`src/rtl/mdio_pkg.sv`:
```
package mdio_pkg;

    typedef enum logic [1:0] {
        ST_IDLE  = 2'd0,
        ST_SHIFT = 2'd1,
        ST_KICK  = 2'd2
    } mdio_state_t;

    localparam int unsigned FRAME_BITS  = 64;
    localparam int unsigned IDX_W       = $clog2(FRAME_BITS);
    localparam int unsigned RELEASE_BIT = 46;
    localparam int unsigned DATA_BIT    = 48;
    localparam int unsigned WORD_W      = 16;
    localparam int unsigned FIELD_W     = 5;

endpackage

```
`src/rtl/mdio_clkgen.sv`:
```
module mdio_clkgen #(
    parameter int unsigned CNT_W = 7
) (
    input  logic             clk,
    input  logic             rst_n,
    input  logic             run,
    input  logic [CNT_W-1:0] half,
    output logic             mdc,
    output logic             rise_stb,
    output logic             fall_stb
);

    logic [CNT_W-1:0] cnt_q;
    logic             wrap;

    assign wrap     = run && (cnt_q == half - CNT_W'(1));
    assign rise_stb = wrap && !mdc;
    assign fall_stb = wrap && mdc;

    always_ff @(posedge clk) begin
        if (!rst_n || !run) begin
            cnt_q <= '0;
            mdc   <= 1'b0;
        end else if (wrap) begin
            cnt_q <= '0;
            mdc   <= ~mdc;
        end else begin
            cnt_q <= cnt_q + CNT_W'(1);
        end
    end

    AST_MDC_IDLE_LOW: assert property (@(posedge clk) disable iff (!rst_n)
        !run |=> !mdc);
    AST_HALF_NONZERO: assert property (@(posedge clk) disable iff (!rst_n)
        run |-> (half != '0));

endmodule

```
`src/rtl/mdio_frame_fsm.sv`:
```
module mdio_frame_fsm
    import mdio_pkg::*;
(
    input  logic              clk,
    input  logic              rst_n,
    input  logic              start,
    input  logic              kick,
    input  logic              is_wr,
    input  logic [FIELD_W-1:0] phy,
    input  logic [FIELD_W-1:0] regn,
    input  logic [WORD_W-1:0] wdata,
    input  logic              rise_stb,
    input  logic              fall_stb,
    input  logic              mdio_i,
    output logic              run,
    output logic              done,
    output logic [WORD_W-1:0] rd_data,
    output logic              mdio_o,
    output logic              mdio_oe
);

    localparam logic [IDX_W-1:0] LAST_IDX = IDX_W'(FRAME_BITS - 1);
    localparam logic [IDX_W-1:0] REL_IDX  = IDX_W'(RELEASE_BIT);
    localparam logic [IDX_W-1:0] DAT_IDX  = IDX_W'(DATA_BIT);

    mdio_state_t            state_q, state_d;
    logic [FRAME_BITS-1:0]  sreg_q;
    logic [FRAME_BITS-1:0]  frame;
    logic [IDX_W-1:0]       idx_q;
    logic                   wr_q;
    logic [WORD_W-1:0]      rsh_q;
    logic                   last_fall;

    assign frame = {{32{1'b1}}, 2'b01,
                    is_wr ? 2'b01 : 2'b10,
                    phy, regn,
                    is_wr ? 2'b10 : 2'b00,
                    is_wr ? wdata : {WORD_W{1'b0}}};

    assign last_fall = fall_stb && (idx_q == LAST_IDX);

    // state register
    always_ff @(posedge clk) begin
        if (!rst_n) state_q <= ST_IDLE;
        else        state_q <= state_d;
    end

    // next state
    always_comb begin
        state_d = state_q;
        unique case (state_q)
            ST_IDLE: begin
                if (start)     state_d = ST_SHIFT;
                else if (kick) state_d = ST_KICK;
            end
            ST_SHIFT: if (last_fall) state_d = ST_IDLE;
            ST_KICK:  if (fall_stb)  state_d = ST_IDLE;
            default:  state_d = ST_IDLE;
        endcase
    end

    // frame datapath
    always_ff @(posedge clk) begin
        if (!rst_n) begin
            sreg_q <= '0;
            idx_q  <= '0;
            wr_q   <= 1'b0;
            rsh_q  <= '0;
        end else begin
            if (state_q == ST_IDLE && start) begin
                sreg_q <= frame;
                idx_q  <= '0;
                wr_q   <= is_wr;
            end else if (state_q == ST_SHIFT && fall_stb) begin
                sreg_q <= {sreg_q[FRAME_BITS-2:0], 1'b0};
                idx_q  <= idx_q + IDX_W'(1);
            end
            if (state_q == ST_SHIFT && rise_stb && !wr_q && idx_q >= DAT_IDX)
                rsh_q <= {rsh_q[WORD_W-2:0], mdio_i};
        end
    end

    // outputs
    always_comb begin
        run     = (state_q != ST_IDLE);
        done    = (state_q == ST_SHIFT) && last_fall;
        rd_data = rsh_q;
        mdio_o  = 1'b0;
        mdio_oe = 1'b0;
        unique case (state_q)
            ST_SHIFT: begin
                mdio_o  = sreg_q[FRAME_BITS-1];
                mdio_oe = wr_q || (idx_q < REL_IDX);
            end
            default: begin
                mdio_o  = 1'b0;
                mdio_oe = 1'b0;
            end
        endcase
    end

    AST_START_RUNS: assert property (@(posedge clk) disable iff (!rst_n)
        (state_q == ST_IDLE && start) |=> run);
    AST_DONE_IDLES: assert property (@(posedge clk) disable iff (!rst_n)
        done |=> (state_q == ST_IDLE));

endmodule

```
`src/rtl/mdio_master.sv`:
```
module mdio_master
    import mdio_pkg::*;
#(
    parameter int unsigned HALF_MIN  = 2,
    parameter int unsigned NUM_CODES = 6
) (
    input  logic        clk,
    input  logic        rst_n,
    input  logic        host_wr,
    input  logic        host_sel,
    input  logic [15:0] host_wdata,
    output logic [15:0] host_rdata,
    output logic        mdc,
    input  logic        mdio_i,
    output logic        mdio_o,
    output logic        mdio_oe
);

    localparam int unsigned HALF_MAX = HALF_MIN << (NUM_CODES - 1);
    localparam int unsigned CNT_W    = $clog2(HALF_MAX + 1);

    logic [FIELD_W-1:0] phy_q, reg_q;
    logic [3:0]         code_q;
    logic               wr_q;
    logic [WORD_W-1:0]  data_q;
    logic               busy, done, ctrl_wr, accept, start, kick;
    logic               rise_stb, fall_stb;
    logic [WORD_W-1:0]  rd_data;
    logic [CNT_W-1:0]   half;

    function automatic logic [CNT_W-1:0] half_of(input logic [3:0] code);
        int unsigned sel;
        sel = {28'd0, code};
        if (sel >= NUM_CODES) sel = NUM_CODES - 1;
        return CNT_W'(HALF_MIN << sel);
    endfunction

    assign half    = half_of(code_q);
    assign ctrl_wr = host_wr && !host_sel;
    assign accept  = ctrl_wr && !busy;
    assign start   = accept && host_wdata[0];
    assign kick    = accept && !host_wdata[0];

    always_ff @(posedge clk) begin
        if (!rst_n) begin
            phy_q  <= '0;
            reg_q  <= '0;
            code_q <= '0;
            wr_q   <= 1'b0;
        end else if (accept) begin
            phy_q  <= host_wdata[15:11];
            reg_q  <= host_wdata[10:6];
            code_q <= host_wdata[5:2];
            wr_q   <= host_wdata[1];
        end
    end

    always_ff @(posedge clk) begin
        if (!rst_n)                     data_q <= '0;
        else if (done && !wr_q)         data_q <= rd_data;
        else if (host_wr && host_sel)   data_q <= host_wdata;
    end

    assign host_rdata = host_sel ? data_q : {phy_q, reg_q, code_q, wr_q, busy};

    mdio_clkgen #(.CNT_W(CNT_W)) u_clk (
        .clk      (clk),
        .rst_n    (rst_n),
        .run      (busy),
        .half     (half),
        .mdc      (mdc),
        .rise_stb (rise_stb),
        .fall_stb (fall_stb)
    );

    mdio_frame_fsm u_fsm (
        .clk      (clk),
        .rst_n    (rst_n),
        .start    (start),
        .kick     (kick),
        .is_wr    (host_wdata[1]),
        .phy      (host_wdata[15:11]),
        .regn     (host_wdata[10:6]),
        .wdata    (data_q),
        .rise_stb (rise_stb),
        .fall_stb (fall_stb),
        .mdio_i   (mdio_i),
        .run      (busy),
        .done     (done),
        .rd_data  (rd_data),
        .mdio_o   (mdio_o),
        .mdio_oe  (mdio_oe)
    );

    AST_IGNORE_BUSY: assert property (@(posedge clk) disable iff (!rst_n)
        (busy && ctrl_wr) |=> $stable({phy_q, reg_q, code_q, wr_q}));
    AST_MDIO_HOLD_HIGH: assert property (@(posedge clk) disable iff (!rst_n)
        (mdc && $past(mdc)) |-> ($stable(mdio_o) && $stable(mdio_oe)));
    AST_KICK_RELEASED: assert property (@(posedge clk) disable iff (!rst_n)
        kick |=> !mdio_oe);
    AST_IDLE_RELEASED: assert property (@(posedge clk) disable iff (!rst_n)
        !busy |-> (!mdio_oe && !mdc));

endmodule

```
`config.mk`:
```
export PLATFORM = sky130hd
export DESIGN_NAME = mdio_master
export DESIGN_NICKNAME = d
export VERILOG_FILES = /design/src/rtl/mdio_pkg.sv /design/src/rtl/mdio_clkgen.sv /design/src/rtl/mdio_frame_fsm.sv /design/src/rtl/mdio_master.sv
export SDC_FILE = /design/constraint.sdc
export NUM_CORES = 1
export LEC_CHECK = 0
export ABC_AREA = 1
export BUFFER_PORTS_ARGS = -buffer_cell sky130_fd_sc_hd__buf_4
export CORE_MARGIN = 3
export CORE_UTILIZATION = 47
export CTS_CLUSTER_SIZE = 28
export DETAILED_ROUTE_END_ITERATION = 6
export PLACE_DENSITY = 0.67
export SLEW_MARGIN = 0
export SYNTH_ARGS = -nofsm -noshare
export SYNTH_HDL_FRONTEND = slang
export SYNTH_HIERARCHICAL = 1
export SYNTH_SLANG_ARGS = --single-unit
```
`constraint.sdc`:
```
create_clock -name clk -period 2.7 [get_ports clk]
set_input_delay 0.405 -clock clk [delete_from_list [all_inputs] [get_ports clk]]
set_output_delay 0.405 -clock clk [all_outputs]
set_load 0.02 [all_outputs]
```
==> results.md <==
- Outcome: finished, final reports clean
- Non-filler instance count after layout: 1023
- NetSw: 1.47 mW
- # port buffers: 39
- H-tree depth: 4
- Combinational share of power: 0.170
- Clock power frac: 0.428
- Post-Syn Area: 0.00576 mm^2
- GRT Util Overall: 0.207
- Insertion delay to the later sink of the worst-skew pair: 0.42 ns
- WP data arrival: 2.95 ns
- Synth top area cells: dfxtp_1 (44%), nand2_1 (10%), o21ai_0 (9.2%)
- Fin. max-slew vios: 0
- Gate count after technology mapping: 818
- Vias in the first global route: 4780
- Multi-input gate area: 0.00275 mm^2
- Root Driver: clkbuf_16
- Grt ovf: 0
- Synth Warn #: 6
- Critical-path cell list: nor2_2, nand2_1, nor2_2, inv_2, ha_4, inv_2, nand2_2, nand3_2, nor2_2, nand2_2, nor2_4, nand3_2, inv_2, inv_2, nor2_4, nand2_2, nor3_4, inv_2, nor2_4, buf_12, buf_16, nand2_1, nand2_1, a21oi_2
- Fmax: 0.376 GHz
- Chip height: 117 um
- Cells after DPL: 980
- Main synth FF type: dfxtp_1
- Routability cong.: 0.834
- Max-Cap Viols: 0
- Most common cell in the synthesized netlist: nand2_1
- Design area: 0.00706 mm^2
- Final min period: 2.66 ns
- Clock slew at reported path FFs: 0.05 ns
- Via/cell ratio: 5.16
- Initial core utilization: 0.492
- Area of the core: 0.0117 mm^2
- Setup TNS: 0 ns
- Register Area: 0.00256 mm^2
- Crit path largest cell delay: 0.32 ns
- Most used cell, CP: inv_2
- Initial DRC count: 404
- Worst hold path class: input pin to register
- Synth async-reset ratio: 0
- Syn_area_per_cell: 7.05 um^2
- Die X: 117 um
- Share of layout cells above drive strength 1: 0.188
- CTS Hold Bufs: 0
- Fill count: 1067
- Worst setup SP type: register
- Placed Area: 0.00623 mm^2
- Largest net degree at the start of global routing: 62
- Clk_skew: 0.0242 ns
- Power, Total: 5.38 mW
- Cell family with most CP delay: simple AND/OR/NAND/NOR gates
- Num CTS Buffers: 17
- Post-DP HPWL: 8770 um
- Layout Nets: 892
- Total Wirelength: 13500 um
- Number of synthesized register bits: 128
- Synth area leader: dfxtp_1
- Initial DRT Pass Iterations: 6
- DRC Markers: 0
- Die ar.: 0.0136 mm^2
- Final worst path period share: 0.985
- Layout area overhead: 22.4%
- FF-to-FF setup slack: 0.04 ns
- Peak supply drop: 566 uV
- Post-synthesis sequential area ratio: 0.445
- Crit end category: register
- First-pass GRT wire length: 22500 um
- RSZ-0062 raised after global routing: true
- Post-synth EDFFs: 0
- Antenna Cells: 0
- Largest fanout on the critical path: 8
- Area share of the largest cell type after synthesis: 0.445
- Row Count: 39
- Pleak: 2.95 nW
- Critical path class: register to register
- Slowest CP cell: dfxtp_2
- WP data required: 2.99 ns
- Sw Share: 0.273
- Top Ports: 40
- Antenna viol nets, final: 0
- Seq pwr share: 0.402
- Initial antenna violation count: 0
- Post-layout util: 0.603
- Synth cell count leaders: nand2_1 (155), dfxtp_1 (128), nor2_1 (114), o21ai_0 (106), inv_1 (82)
- CTS Sinks: 128
- Worst Path Buf+Inv: 7
- CTS tree: yes
- P_int: 3.91 mW
- Post-synthesis cell type count: 32
- Final Hold Fails: 0
- WL/cell: 13.2 um
- Final setup fails: 0
- Power per cell area: 762 mW/mm^2
- Routed vias: 5278
- Worst-case clock buffer depth: 2
==> flip-flops by register name (all words and copies together), names as in the netlist <==
signal,cells
code_q,4
data_q,16
phy_q,5
reg_q,5
u_clk/cnt_q,7
u_clk/mdc,1
u_fsm/idx_q,6
u_fsm/rd_data,16
u_fsm/sreg_q,64
u_fsm/state_q,2
u_fsm/wr_q,1
wr_q,1
==> placed cells by master, fill, tap and decap left out, drive strengths merged, types with 4 or more instances in the layout <==
master	synthesis	final
clkbuf	17	23
nand3	33	33
nand2	165	165
dfxtp	128	128
clkinv	2	5
xnor2	4	4
o211ai	9	9
a21oi	76	76
inv	87	88
buf	22	67
o21ai	117	117
or2	10	10
nor2	133	133
nor3	5	5
==> tightest hold or removal path: cells and delay by family <==
kind	cells	cell delay, ns
compound gates	1	0.06
buf+inv	1	0.11
simple gates	1	0.07
==> cells by family after synthesis <==
family,after synthesis,share of synthesized area
AND/OR/NAND/NOR,349,0.263
AO/OA/AOI/OAI,202,0.180
buffers and inverters,128,0.0947
flip-flops,128,0.445
XOR/XNOR,7,0.0106
adder cells (fa/ha/maj),3,0.00651
other,1,0.000651
==> path summary, 6_finish.rpt <==
path / startpoint / end / cells after the start
max reg2reg: code_q[0] / data_q[9] / 24
max: code_q[0] / data_q[9] / 24
min: mdio_i / u_fsm/rd_data[0] / 3
min reg2reg: reg_q[3] / reg_q[3] / 2
==> power groups by stage <==
stage,Clock (mW),Sequential [mW],Combinational [mW]
6_report,2.30,2.16,0.913
3_5_place_dp,0,2.20,0.843
3_3_place_gp,0,2.19,0.819
4_1_cts,2.34,2.16,0.890
5_1_grt,2.42,2.18,1.03
2_1_floorplan,0,2.17,0.634
==> final cells by class <==
| class | instances | area share |
|---|---|---|
| multi-input cells | 564 | 0.390 |
| flip-flops and latches | 128 | 0.363 |
| repair buffers | 68 | 0.0894 |
| clock buffers | 22 | 0.0658 |
| well taps | 143 | 0.0254 |
| inverters | 89 | 0.0473 |
| clock inverters | 9 | 0.0188 |
==> through the flow <==
step / hold WS (ns) / setup slack [ns]
final: 0.278 / 0.0404
after detailed placement: 0.441 / -0.127
after global routing: 0.285 / -0.176
after global placement: 0.434 / 0.0129
after floorplan: 0.424 / 0.00156
after CTS: 0.266 / -0.00571
==> per-layer routing <==
metal | wire length (um) | track usage | vias up
met1 | 6240 | 0.269 | 2442
met2 | 6630 | 0.340 | 107
met3 | 562 | 0.0513 | 12
li1 | - | - | 2717
met5 | 0 | 0 | -
met4 | 111 | 0.0657 | 0
==> repair_timing <==
| item | in CTS | in global routing |
|---|---|---|
| cloned | 1 | 1 |
| setup endpoints to repair | 16 | 75 |
| buffers inserted | 6 | 4 |
| resized for setup | 17 | 12 |
| pin swaps | 9 | 11 |
No activity file was read; power rests on OpenSTA's default activity.
